## src/rtl/cascade_timer_pair.sv

```systemverilog
module cascade_timer_pair #(
  parameter int CW = 8
) (
  input  logic          clk,
  input  logic          rst_n,
  input  logic [6:0]    int_tick,
  input  logic          ext_evt,
  input  logic          chain_mode,
  input  logic [2:0]    lo_sel,
  input  logic [1:0]    hi_sel,
  input  logic          lo_start,
  input  logic          lo_run,
  input  logic          hi_start,
  input  logic          hi_run,
  input  logic [CW-1:0] lo_cmp,
  input  logic [CW-1:0] hi_cmp,
  output logic          lo_irq,
  output logic          hi_irq,
  output logic [CW-1:0] lo_count,
  output logic [CW-1:0] hi_count
);

  logic ext_s1, ext_s2, ext_d;
  logic ext_edge;

  always_ff @(posedge clk or negedge rst_n)
    if (!rst_n) {ext_s1, ext_s2, ext_d} <= '0;
    else        {ext_s1, ext_s2, ext_d} <= {ext_evt, ext_s1, ext_s2};

  assign ext_edge = ext_s2 & ~ext_d;

  logic [7:0] lo_src;
  logic [3:0] hi_src;
  logic       lo_tick, hi_tick;

  assign lo_src  = {ext_edge, int_tick};
  assign hi_src  = {ext_edge, int_tick[2:0]};
  assign lo_tick = lo_src[lo_sel];
  assign hi_tick = hi_src[hi_sel];

  logic chained;
  logic lo_adv, hi_adv_own;
  logic lo_match, hi_match, lo_wrap, hi_go;

  assign chained    = chain_mode && (hi_sel == 2'b11);
  assign lo_adv     = lo_start && lo_run && lo_tick;
  assign hi_adv_own = hi_start && hi_run && hi_tick;
  assign lo_match   = (lo_count == lo_cmp);
  assign hi_match   = (hi_count == hi_cmp);
  assign lo_wrap    = chained ? (lo_match && hi_match) : lo_match;
  assign hi_go      = chained ? lo_start : hi_start;

  always_ff @(posedge clk or negedge rst_n)
    if (!rst_n) begin
      lo_count <= '0;
      lo_irq   <= 1'b0;
    end else begin
      lo_irq <= lo_adv && lo_wrap;
      if (!lo_start)   lo_count <= '0;
      else if (lo_adv) lo_count <= lo_wrap ? '0 : lo_count + 1'b1;
    end

  always_ff @(posedge clk or negedge rst_n)
    if (!rst_n) begin
      hi_count <= '0;
      hi_irq   <= 1'b0;
    end else begin
      hi_irq <= !chained && hi_adv_own && hi_match;
      if (!hi_go)
        hi_count <= '0;
      else if (chained) begin
        if (lo_adv) begin
          if (lo_wrap)            hi_count <= '0;
          else if (&lo_count)     hi_count <= hi_count + 1'b1;
        end
      end else if (hi_adv_own)
        hi_count <= hi_match ? '0 : hi_count + 1'b1;
    end

  // an interrupt cycle always shows the wrapped count
  a_r2_irq_at_zero: assert property (@(posedge clk) disable iff (!rst_n)
    lo_irq |-> (lo_count == '0));

  // upper interrupt silent while chained
  a_r5_hi_irq_quiet: assert property (@(posedge clk) disable iff (!rst_n)
    chained |=> !hi_irq);

  // stopped counters read zero
  a_r6_lo_stop_clears: assert property (@(posedge clk) disable iff (!rst_n)
    !lo_start |=> (lo_count == '0));
  a_r6_hi_stop_clears: assert property (@(posedge clk) disable iff (!rst_n)
    (!hi_start && !chained) |=> (hi_count == '0));

  // pause holds value
  a_r7_pause_holds: assert property (@(posedge clk) disable iff (!rst_n)
    (lo_start && !lo_run) |=> $stable(lo_count));

  // running count only steps by one or wraps to zero
  a_r1_single_step: assert property (@(posedge clk) disable iff (!rst_n)
    lo_start |=> (lo_count == $past(lo_count) || lo_count == '0
                  || lo_count == $past(lo_count) + 1'b1));

endmodule

```

## config.mk

```make
export PLATFORM = sky130hd
export DESIGN_NAME = cascade_timer_pair
export DESIGN_NICKNAME = d
export VERILOG_FILES = /design/src/rtl/cascade_timer_pair.sv
export SDC_FILE = /design/constraint.sdc
export NUM_CORES = 1
export LEC_CHECK = 0
export BUFFER_PORTS_ARGS = -buffer_cell sky130_fd_sc_hd__buf_2
export CAP_MARGIN = 5
export CORE_ASPECT_RATIO = 2
export CORE_MARGIN = 4
export CORE_UTILIZATION = 45
export CTS_CLUSTER_SIZE = 10
export DETAILED_ROUTE_END_ITERATION = 10
export PLACE_DENSITY = 0.74
export SLEW_MARGIN = 40
export SYNTH_ARGS = -nofsm -noshare
export SYNTH_HDL_FRONTEND = slang
export SYNTH_SLANG_ARGS = --single-unit
export TNS_END_PERCENT = 30
```

## constraint.sdc

```tcl
create_clock -name clk -period 5.6 [get_ports clk]
set_input_delay 0 -clock clk [delete_from_list [all_inputs] [get_ports clk]]
set_output_delay 0 -clock clk [all_outputs]
set_load 0.1 [all_outputs]
```

[After elaboration in Yosys (flattened, before gate mapping)]
Index checks and enable logic that the tools add are counted.
Word-level totals
  bits in registers: 21
  input bits: 36
  output and inout port bits: 18
  word-level logic and storage cells: 48
Operators by class
  add/sub/neg operators: 2
  $lt $le $gt $ge: 2
  eq/ne operators: 7
  mux-type cells: 16
  bitwise logic cells: 2
  reductions and logical operators: 12
Operators with widths (count)
  2-to-1 mux 8 bit: 10
  adder 8 x 1 -> 8 bit (second input constant): 2
  equality test 8 bit: 2
  logical AND 1 bit: 9
  AND reduction 8 bit: 1
  inequality test 3 bit (second input constant): 2
  < comparator 3 x 4 -> 1 bit (second input constant): 1
  2-to-1 mux 1 bit: 4
  inequality test 4 x 3 -> 1 bit (second input constant): 1
  binary-select mux 1 bit (select 3 bit): 1
  < comparator 2 x 3 -> 1 bit (second input constant): 1
  AND reduction 3 bit: 1
  binary-select mux 1 bit (select 2 bit): 1
  equality test 2 bit (second input constant): 1
  inequality test 2 x 1 -> 1 bit (second input constant): 1
  bitwise AND 1 bit: 1
  logical NOT 1 bit: 1
  NOT 1 bit: 1

[Depth between registers and ports, before layout]
  depth after elaboration: 8
  mapped depth: 7
  gate-level depth less buffers: 7

[Worst setup path after synthesis]
OpenSTA, ideal clock, no wires.
  path type: register -> register
  start point: register lo_count[4]
  end point: register hi_count[5]
  setup time: 0.123 ns
  data arrival time: 2.411 ns
  required time: 5.477 ns
  setup slack: 3.066 ns
  stages on the path, launching flop included: 8
  buffers on the path: 1
  clock period less this slack: 2.534 ns
  path through: dfrtp_1 -> xnor2_1 -> nand4_1 -> nor2_1 -> o22ai_1 -> clkbuf_1 -> a211o_1 -> a32o_1
On the way
  longest elaborated chain between the ends: 7
  elaborated cells between the ends (all ways): 10
  those cells by class: eq/ne (2); mux (5); reduce/logical (3)
RTL lines
  start, declared: RTL line 19  | output logic [CW-1:0] lo_count,
  start signal, assigned: RTL line 60  | else if (lo_adv) lo_count <= lo_wrap ? '0 : lo_count + 1'b1;
  equality test 8 bit: RTL line 48  | assign lo_match = (lo_count == lo_cmp);
  logical AND 1 bit: RTL line 50  | assign lo_wrap = chained ? (lo_match && hi_match) : lo_match;
  2-to-1 mux 1 bit: RTL line 50
  2-to-1 mux 8 bit: RTL line 73  | if (lo_wrap) hi_count <= '0;
  2-to-1 mux 8 bit: RTL line 72  | if (lo_adv) begin
  2-to-1 mux 8 bit: RTL line 71  | else if (chained) begin
  2-to-1 mux 8 bit: RTL line 69  | if (!hi_go)
  end signal, assigned: RTL line 74  | else if (&lo_count) hi_count <= hi_count + 1'b1;
  end signal, assigned: RTL line 77  | hi_count <= hi_match ? '0 : hi_count + 1'b1;
  end, declared: RTL line 20  | output logic [CW-1:0] hi_count
Parallel ways exist; a longest one is shown, timed or not. The select of a mux whose other input is x is not followed.
A chain may end at the register's enable or synchronous reset.

[Worst setup path after layout]
  start point: register ext_s2
  end point: register hi_count[4]
On the way
  longest elaborated chain between the ends: 6
  elaborated cells between the ends (all ways): 10
  those cells by class: eq/ne (2); mux (4); bitwise (1); reduce/logical (3)
RTL lines
  start, declared: RTL line 23  | logic ext_s1, ext_s2, ext_d;
  start signal, assigned: RTL line 28  | else {ext_s1, ext_s2, ext_d} <= {ext_evt, ext_s1, ext_s2};
  bitwise AND 1 bit (*): RTL line 30  | assign ext_edge = ext_s2 & ~ext_d;
  binary-select mux 1 bit (select 3 bit) / binary-select mux 1 bit (select 2 bit) (equally long branches): RTL line 38, 39
  2-to-1 mux 1 bit, on equally long branches: RTL line 38, 39
  logical AND 1 bit, on equally long branches: RTL line 46, 47
  inequality test 3 bit (no line)
  AND reduction 3 bit (no line) (*)
Every way passes the cells marked *; elsewhere a longest branch is shown, timed or not. The select of a mux whose other input is x is not followed.

==> reports/metrics.yaml <==
outcome: "finished, final reports clean"
powerDensity_mw_per_mm2: 217
whs_ns: 0.0380
synth-seq-area-share: 0.374
final_antenna_net_count: 0
critPathArrivalTime_ns: 2.27
clk_path_buf_depth: 2
fmax_mhz: 471
path_max_fanout: 9
grt_pass1_wl_um: 5480
vias: 1351
post_cts_buffers: 0
syn_nets: 179
port_buffers: 53
hold_viol: 0
cts_root_buf: "clkbuf_8"
mostFrequentLayoutCell: "buf_2"
period_needed_ns: 2.12
r2r-start: "ext_s2$_DFF_PN0_"
cts_hold_buf: 2
hpwl_um: 2880
synth_top_area_cell: "dfrtp_1"
fin_util: 0.596
clk_pin_slew_worst_paths_ns: 0.08
grt_max_degree: 22
hold_path_depth: 2
ys_async_sr_fraction: 1.00
max-cap-violations: 0
grt.total_usage: 0.180
nets: 238
end_kind: "flip-flop"
critPathRequiredTime_ns: 5.75
hold_start: "hi_start"
slew_viol_final: 0
final_cell_mix: "buf_2 (53), dfrtp_1 (21), xnor2_1 (18), nand2_1 (12), nor2_1 (11)"
cts_buffers: 3
drive_gt1_frac: 0.347
grt_setup_unrepaired: "no"
drtIter0Drc: 30
min_to: "hi_irq$_DFF_PN0_"
synthCells: 141
timing.setup.tns_ns: 0
area_delta_synth_final_pct: 26.5
irDropWorstVdd_mv: 0.181
yosysWarningCount: 0
routedWlPerCell_um: 15.2
cts_resized: 0
synth-edff-count: 0
cts_tree: "built"
antennaDiodeCount: 0
clock_sinks: 21
rows: 28
core_region_area_mm2: 0.00298
syn_area_mm2: 0.00140
clock_latency_ns: 0.26
post-route-period-util: 0.379
critical_path_class: "reg2reg"
drc: 0
synth-seq-cells: 21
reg2regPathDepth: 6
drt-total-wl_um: 3470
dr.pass1.iters: 4
grt_overflow_total: 0
start_kind: "flip-flop"
h-tree-depth: 1
floorplan.initialDensity: 0.471
die_area_mm2: 0.00413
slew_headroom: 0.676
hold_class: "in2reg"
io_pins: 54
netlist-cell-type-count: 38
viasPerCell: 5.90
die-width_um: 47.5
rrSetupSlack_ns: 3.48
synth_ff_type: "dfrtp_1"
syn_area_per_cell_um2: 9.96
tightest_slew_ns: 0.486
synth_area_leaders: "dfrtp_1 (37%), xnor2_1 (11%), nand3_1 (3.2%), nand2_1 (3.2%), nor2_1 (2.9%)"
fin_worst_skew_ns: 0.00389
setup_violations: 0
r2r-end: "hi_count[4]$_DFFE_PN0P_"
p_leak_nw: 0.811
yosysTopAreaCellShare: 0.374
antenna_found_initial: 0
grt_pass1_vias: 1321
die-height_um: 87.0
fillers: 276
routabilityCongestion: 0.801
## registers in the layout (all words and copies together) (netlist names)
signal    count
ext_s1        1
ext_d         1
lo_irq        1
hi_count      8
ext_s2        1
lo_count      8
hi_irq        1
## cell usage after synthesis (2+ instances only)
cell and n:
o22ai_1 3, a21o_1 2, dfrtp_1 21, and2_1 2
a211oi_1 2, inv_1 5, a211o_1 4, a21oi_1 4
nor2b_1 2, nor2_1 11, nand4_1 6, ha_1 2
o211ai_1 2, a21oi_2 2, xnor2_1 18, a32o_1 4
a22o_1 4, nand2_1 12, o21ai_0 7, mux2i_1 2
nand3_1 9
## power by group
part	internal (mW)	leakage (nW)	total, mW	switching, mW
sequential	0.158	0.284	0.168	0.00931
combinational	0.0388	0.501	0.120	0.0809
clock	0.0495	0.0255	0.0977	0.0482
total	0.246	0.811	0.385	0.138
## worst max-delay path by stage
| stage | start | cells after the start | endpoint | slack [ns] |
|---|---|---|---|---|
| final | ext_s2$_DFF_PN0_ | 6 | hi_count[4]$_DFFE_PN0P_ | 3.48 |
| after global placement | ext_s2$_DFF_PN0_ | 6 | hi_count[4]$_DFFE_PN0P_ | 3.53 |
| after detailed placement | lo_count[3]$_DFFE_PN0P_ | 6 | hi_count[7]$_DFFE_PN0P_ | 3.47 |
| after CTS | lo_count[3]$_DFFE_PN0P_ | 6 | hi_count[7]$_DFFE_PN0P_ | 3.45 |
| after global routing | lo_count[3]$_DFFE_PN0P_ | 6 | hi_count[4]$_DFFE_PN0P_ | 3.34 |
| after floorplan | lo_count[4]$_DFFE_PN0P_ | 7 | hi_count[5]$_DFFE_PN0P_ | 3.07 |
## critical path, stage by stage, from the launching register on
cell and delay, ns:
dfrtp_1 0.37, nor2b_1 0.14, mux4_1 0.52, a41oi_4 0.40, o2bb2ai_4 0.23, nor2_4 0.08
a32o_1 0.26
## routing by layer
layer / GRT usage / part of all wire
met4: 0.0831 / 0.023
met1: 0.181 / 0.35
met3: 0.0228 / 0.062
met2: 0.333 / 0.56
met5: 0 / 0
## layout make-up
cell class | count | area [um2] | area share
Sequential cell | 21 | 526 | 0.296
Tap cell | 30 | 37.5 | 0.0211
Inverter | 5 | 18.8 | 0.0106
Clock buffer | 3 | 41.3 | 0.0233
Timing Repair Buffer | 55 | 285 | 0.161
Multi-Input combinational cell | 114 | 862 | 0.486
Clock inverter | 1 | 5.00 | 0.00282
## through the flow
stage | std cells | instance area, um2 | worst slack (ns) | power (mW)
2_1_floorplan | 141 | 1400 | 3.07 | 0.255
3_3_place_gp | 223 | 1700 | 3.53 | 0.288
3_5_place_dp | 223 | 1700 | 3.47 | 0.290
4_1_cts | 229 | 1770 | 3.45 | 0.388
5_1_grt | 229 | 1780 | 3.34 | 0.402
6_report | 229 | 1780 | 3.48 | 0.385
## cells by family (layout without fill, tap and decap cells)
group,Yosys count,after routing,synth area share
AND/OR/NAND/NOR,48,48,0.180
AO/OA/AOI/OAI,41,41,0.242
flip-flops,21,21,0.374
XOR/XNOR,18,18,0.112
buffers and inverters,6,64,0.0160
multiplexers,5,5,0.0570
adder cells (fa/ha/maj),2,2,0.0178
Power figures use the tool's default switching activity.
